### src/rtl/cdch_pkg.sv
package cdch_pkg;
  // Channel phase: idle (no value), armed (waiting startup tick), running.
  typedef enum logic [1:0] {
    PH_IDLE  = 2'd0,
    PH_ARMED = 2'd1,
    PH_RUN   = 2'd2
  } ch_phase_e;
endpackage

### src/rtl/cdch_decr.sv
// Combinational one-step decrement, binary or packed decimal digits.
// CNT_W must be a multiple of 4.
module cdch_decr #(
  parameter int CNT_W = 16
) (
  input  logic [CNT_W-1:0] cur,
  input  logic             bcd,
  output logic [CNT_W-1:0] nxt,
  output logic             nxt_zero
);
  localparam int NDIG = CNT_W / 4;

  logic [CNT_W-1:0] bin_nxt;
  logic [CNT_W-1:0] dec_nxt;
  logic [NDIG-1:0]  brw;

  assign bin_nxt = cur - {{(CNT_W-1){1'b0}}, 1'b1};
  assign brw[0]  = 1'b1;

  for (genvar g = 0; g < NDIG; g++) begin : g_digit
    logic [3:0] dig;
    assign dig = cur[g*4 +: 4];
    assign dec_nxt[g*4 +: 4] = brw[g] ? ((dig == 4'd0) ? 4'd9 : dig - 4'd1) : dig;
    if (g < NDIG - 1) begin : g_chain
      assign brw[g+1] = brw[g] & (dig == 4'd0);
    end
  end

  assign nxt      = bcd ? dec_nxt : bin_nxt;
  assign nxt_zero = (nxt == '0);
endmodule

### src/rtl/cdch_seq.sv
// Phase control and count register.
module cdch_seq
  import cdch_pkg::*;
#(
  parameter int CNT_W = 16
) (
  input  logic             clk,
  input  logic             rst_n,
  input  logic             cnt_en,
  input  logic             cw_wr,
  input  logic             load_stb,
  input  logic [CNT_W-1:0] load_val,
  input  logic             bcd_mode,
  input  logic             gate,
  output logic [CNT_W-1:0] count_q,
  output logic             hit_zero
);
  ch_phase_e        phase_q;
  logic [CNT_W-1:0] dec_val;
  logic             dec_zero;
  logic             dec_fire;

  cdch_decr #(.CNT_W(CNT_W)) u_decr (
    .cur      (count_q),
    .bcd      (bcd_mode),
    .nxt      (dec_val),
    .nxt_zero (dec_zero)
  );

  assign dec_fire = (phase_q == PH_RUN) && cnt_en && gate && !load_stb && !cw_wr;
  assign hit_zero = dec_fire && dec_zero;

  always_ff @(posedge clk or negedge rst_n) begin
    if (!rst_n) begin
      phase_q <= PH_IDLE;
      count_q <= '0;
    end else if (load_stb) begin
      phase_q <= PH_ARMED;
      count_q <= load_val;
    end else if (cw_wr) begin
      phase_q <= PH_IDLE;
    end else if (cnt_en) begin
      if (phase_q == PH_ARMED) phase_q <= PH_RUN;
      if (dec_fire) count_q <= dec_val;
    end
  end

  AST_LOAD_CAPTURE: assert property (@(posedge clk) disable iff (!rst_n)
    load_stb |=> count_q == $past(load_val));
  AST_ARMED_NO_DEC: assert property (@(posedge clk) disable iff (!rst_n)
    (phase_q == PH_ARMED && !load_stb) |=> $stable(count_q));
  AST_BIN_STEP: assert property (@(posedge clk) disable iff (!rst_n)
    (phase_q == PH_RUN && cnt_en && gate && !bcd_mode && !load_stb && !cw_wr)
      |=> count_q == $past(count_q) - 1'b1);
  AST_GATE_HOLD: assert property (@(posedge clk) disable iff (!rst_n)
    (cnt_en && !gate && !load_stb) |=> $stable(count_q));
  AST_IDLE_HOLD: assert property (@(posedge clk) disable iff (!rst_n)
    (phase_q == PH_IDLE && !load_stb) |=> $stable(count_q));
  AST_EN_LOW_HOLD: assert property (@(posedge clk) disable iff (!rst_n)
    (!cnt_en && !load_stb) |=> $stable(count_q));
endmodule

### src/rtl/cdch_out.sv
// Terminal-count output flop.
module cdch_out (
  input  logic clk,
  input  logic rst_n,
  input  logic cw_wr,
  input  logic load_stb,
  input  logic hit_zero,
  output logic out_q
);
  always_ff @(posedge clk or negedge rst_n) begin
    if (!rst_n)                  out_q <= 1'b0;
    else if (load_stb || cw_wr)  out_q <= 1'b0;
    else if (hit_zero)           out_q <= 1'b1;
  end

  AST_CW_OUT_LOW: assert property (@(posedge clk) disable iff (!rst_n)
    cw_wr |=> !out_q);
  AST_LOAD_OUT_LOW: assert property (@(posedge clk) disable iff (!rst_n)
    load_stb |=> !out_q);
  AST_OUT_STICKY: assert property (@(posedge clk) disable iff (!rst_n)
    (out_q && !load_stb && !cw_wr) |=> out_q);
  AST_OUT_RISE_CAUSE: assert property (@(posedge clk) disable iff (!rst_n)
    $rose(out_q) |-> $past(hit_zero));
endmodule

### src/rtl/cdch_top.sv
module cdch_top #(
  parameter int CNT_W = 16
) (
  input  logic             clk,
  input  logic             rst_n,
  input  logic             cnt_en,
  input  logic             cw_wr,
  input  logic             load_stb,
  input  logic [CNT_W-1:0] load_val,
  input  logic             bcd_mode,
  input  logic             gate,
  output logic             out_o,
  output logic [CNT_W-1:0] count_o
);
  logic hit_zero;

  cdch_seq #(.CNT_W(CNT_W)) u_seq (
    .clk      (clk),
    .rst_n    (rst_n),
    .cnt_en   (cnt_en),
    .cw_wr    (cw_wr),
    .load_stb (load_stb),
    .load_val (load_val),
    .bcd_mode (bcd_mode),
    .gate     (gate),
    .count_q  (count_o),
    .hit_zero (hit_zero)
  );

  cdch_out u_out (
    .clk      (clk),
    .rst_n    (rst_n),
    .cw_wr    (cw_wr),
    .load_stb (load_stb),
    .hit_zero (hit_zero),
    .out_q    (out_o)
  );

  AST_ZERO_WITH_RISE: assert property (@(posedge clk) disable iff (!rst_n)
    $rose(out_o) |-> count_o == '0);
endmodule

### config.mk
export PLATFORM = sky130hd
export DESIGN_NAME = cdch_top
export DESIGN_NICKNAME = d
export VERILOG_FILES = /design/src/rtl/cdch_pkg.sv /design/src/rtl/cdch_decr.sv /design/src/rtl/cdch_seq.sv /design/src/rtl/cdch_out.sv /design/src/rtl/cdch_top.sv
export SDC_FILE = /design/constraint.sdc
export NUM_CORES = 1
export LEC_CHECK = 0
export CAP_MARGIN = 20
export CORE_ASPECT_RATIO = 1.1
export CORE_MARGIN = 3
export CORE_UTILIZATION = 30
export DETAILED_ROUTE_END_ITERATION = 10
export DONT_BUFFER_PORTS = 1
export SYNTH_ARGS = -nofsm -noshare
export SYNTH_HDL_FRONTEND = slang
export SYNTH_SLANG_ARGS = --single-unit
### constraint.sdc
create_clock -name clk -period 4.8 [get_ports clk]
set_input_delay 0 -clock clk [delete_from_list [all_inputs] [get_ports clk]]
set_output_delay 0 -clock clk [all_outputs]
set_load 0.02 [all_outputs]
==> metrics <==
die area=5550 sq um; post-DR vias/cell=5.79; critical setup path kind=reg -> reg; total global routing track utilization=0.156; peak fanout along the critical path=8; Final Hold Viols=0; post-synth cell types=41; Layout Utilization=0.385; largest voltage drop on the vdd net=0.0759 mV; Detail Route Antenna Nets=0; detailed placer's ending HPWL=2880 um; type of destination of the critical path=flop; Mapped Avg Cell Area=8.18 sq um; Fin Clk Skew=6.13 ps; Final Wtd Congestion=0.917; Avg WL per Cell=16.5 um; Clock H-tree levels=1; insertion delay of the later-clocked pin in the worst-skew pair=260 ps; flip-flop and latch count after synthesis=19; Max-Slew Margin vs Limit=0.387; iteration count of the initial detailed-routing pass=4; area of the mapped netlist=1410 sq um; most area-hungry cell type in the Yosys netlist=dfrtp_1; Fin Setup TNS=0 ps; area overhead of the layout relative to synthesis=20.7%; number of DRC violations after detailed-routing iteration 0=67; Final Setup Violations=0; Post-synth EDFFs=0; row cnt=25; maximum number of pins on one net before global-route repair=31; number of buffers inserted to repair setup after CTS=0; via count of the routed design=1,400; post-synthesis sequential area ratio=0.338; power per unit of standard cell area=255 nW/um^2; wire length of the first global-routing pass=7040 um; transition at the pin with the smallest max-transition slack=917 ps; placeable core region=4410 sq um; Critical Path Source Type=flop; number of nets in the layout=214; min Tclk post-route=2690 ps; Clock Root Buffer=clkbuf_8; gr ovfl total=0; commonest register cell after synthesis=dfrtp_1; part of the cycle the worst path needs=0.561; vias in the first global route=1,453; clock buffers created by TritonCTS=3; instance count of the mapped netlist=172; Resize count post-CTS=0; die width=71.3 um; CTS tree=yes; async set-or-reset flop fraction in the synthesized netlist=1.00; antenna violations before repair=0; Data required, critical path=4990 ps; count of final max-slew check failures=0; Min-Delay Path Class=in -> reg; Routed WL=4000 um; ratio of cells with drive above 1 in the final layout=0.0745; TritonCTS sink count=19; data arrival time of the worst path=2890 ps; clock-pin slew of the registers on the worst-case setup and hold paths=80 ps; number of I/O port buffers=0; setup repair after global routing missed its margin=false; IO Count=40; Initial Utilization=0.319; Total Power=0.433 mW; max-cap check violation count=0; total inserted antenna cells=0; area share of the largest cell type after synthesis=0.338; Synthesized Nets=197; timing-limited maximum frequency=0.371 GHz; cells taking the most area after synthesis=dfrtp_1 (34%), o21ai_0 (6.0%), a221o_1 (5.0%), nor3_1 (5.0%), a22oi_1 (3.7%); DRC violation count after routing=0; status=finished clean; Leak=0.648 nW; vertical die dimension=77.8 um; count of synthesis-stage warnings from yosys=0; Bufs on Longest Clock Path=2
==> power breakdown <==
group | switching, mW | total, mW | internal [mW]
sequential | 0.0427 | 0.215 | 0.172
combinational | 0.0508 | 0.101 | 0.0498
clock | 0.0592 | 0.117 | 0.0579
==> critical path, cell delays in order, from the launching register on <==
cell and delay [ps]:
dfrtp_1 520, or4_1 700, or4_4 560, o21ai_2 120
o41ai_1 100, or4_1 480, o21ai_1 150
==> Yosys cell counts (2+ instances only) <==
| master | count |
|---|---|
| buf_2 | 2 |
| or3_1 | 5 |
| o221ai_1 | 4 |
| or4_1 | 5 |
| a221o_1 | 7 |
| nor2b_1 | 4 |
| nand2b_1 | 4 |
| mux2i_1 | 2 |
| a21oi_1 | 7 |
| and3_1 | 2 |
| nor2_1 | 12 |
| inv_1 | 7 |
| o22ai_1 | 2 |
| clkbuf_1 | 8 |
| o21ai_0 | 17 |
| xnor2_1 | 4 |
| nor3_1 | 14 |
| nand2_1 | 13 |
| or3b_2 | 2 |
| ha_1 | 2 |
| or2_2 | 3 |
| dfrtp_1 | 19 |
| nor3b_1 | 2 |
| nand4_1 | 2 |
| a22oi_1 | 7 |
==> metal layers <==
layer  routed length (um)  GRT usage
met1                 1840      0.206
met2                 1890      0.250
met4                   46     0.0508
met5                    0          0
met3                  227     0.0324
==> path summary, 6_finish.rpt <==
check	start	endpoint	slack (ps)	cells past startpoint
max in group asynchronous	rst_n	u_seq.count_q[3]	3920	1
worst min register to register	u_seq.phase_q[0]	u_seq.phase_q[0]	570	1
worst max-delay path	u_seq.count_q[7]	u_out.out_q	2110	6
min in group asynchronous	rst_n	u_seq.phase_q[1]	310	1
worst max register to register	u_seq.count_q[7]	u_out.out_q	2110	6
worst min-delay path	bcd_mode	u_seq.count_q[13]	8	3
==> placed cells by master (no fill, tap or decap), drive strengths merged, types with 3 or more instances in the layout <==
master       synthesis  final
a221o                7      7
a21oi                7      7
o221ai               4      4
nand2               13     13
xnor2                4      4
o21ai               19     19
or2                  3      3
or3                  5      5
inv                  7      7
dlygate4sd3          0     21
dfrtp               19     19
nor2                12     12
or4                  6      6
nand2b               4      4
clkbuf               8      3
nor2b                4      4
a22oi                7      7
nor3                14     14
==> kinds of logic after synthesis <==
family | Yosys count | share of synthesized area
AND/OR/NAND/NOR | 71 | 0.274
AO/OA/AOI/OAI | 56 | 0.276
flip-flops | 19 | 0.338
buffers and inverters | 17 | 0.0472
XOR/XNOR | 4 | 0.0249
multiplexers | 3 | 0.0222
adder cells (fa/ha/maj) | 2 | 0.0178
==> final cells by class <==
cell class	instances	area, sq um
fillers	439	2710
multi-input cells	136	865
flip-flops and latches	19	475
repair buffers	22	218
well taps	54	67.6
clock buffers	3	41.3
inverters	7	26.3
clock inverters	1	5.00
==> sequential cells by signal, indices dropped and copies added, names as in the netlist <==
register	count
u_out.out_q	1
u_seq.count_q	16
u_seq.phase_q	2
==> stage by stage <==
step | std cells | setup WS, ps | hold WS, ps | instance area, sq um
final | 242 | 2110 | 7.61 | 1700
after global placement | 217 | 2190 | -295 | 1440
after global routing | 242 | 1970 | 63.4 | 1700
after detailed placement | 217 | 2120 | -295 | 1440
after CTS | 242 | 2110 | 6.93 | 1700
after floorplan | 172 | 2290 | -296 | 1410
==> repair_timing <==
item                                    in CTS  in global routing
hold endpoints to repair                    38                  0
endpoints found under the setup margin       0                  0
hold buffers                                21                  0
No activity file was read; power rests on OpenSTA's default activity.
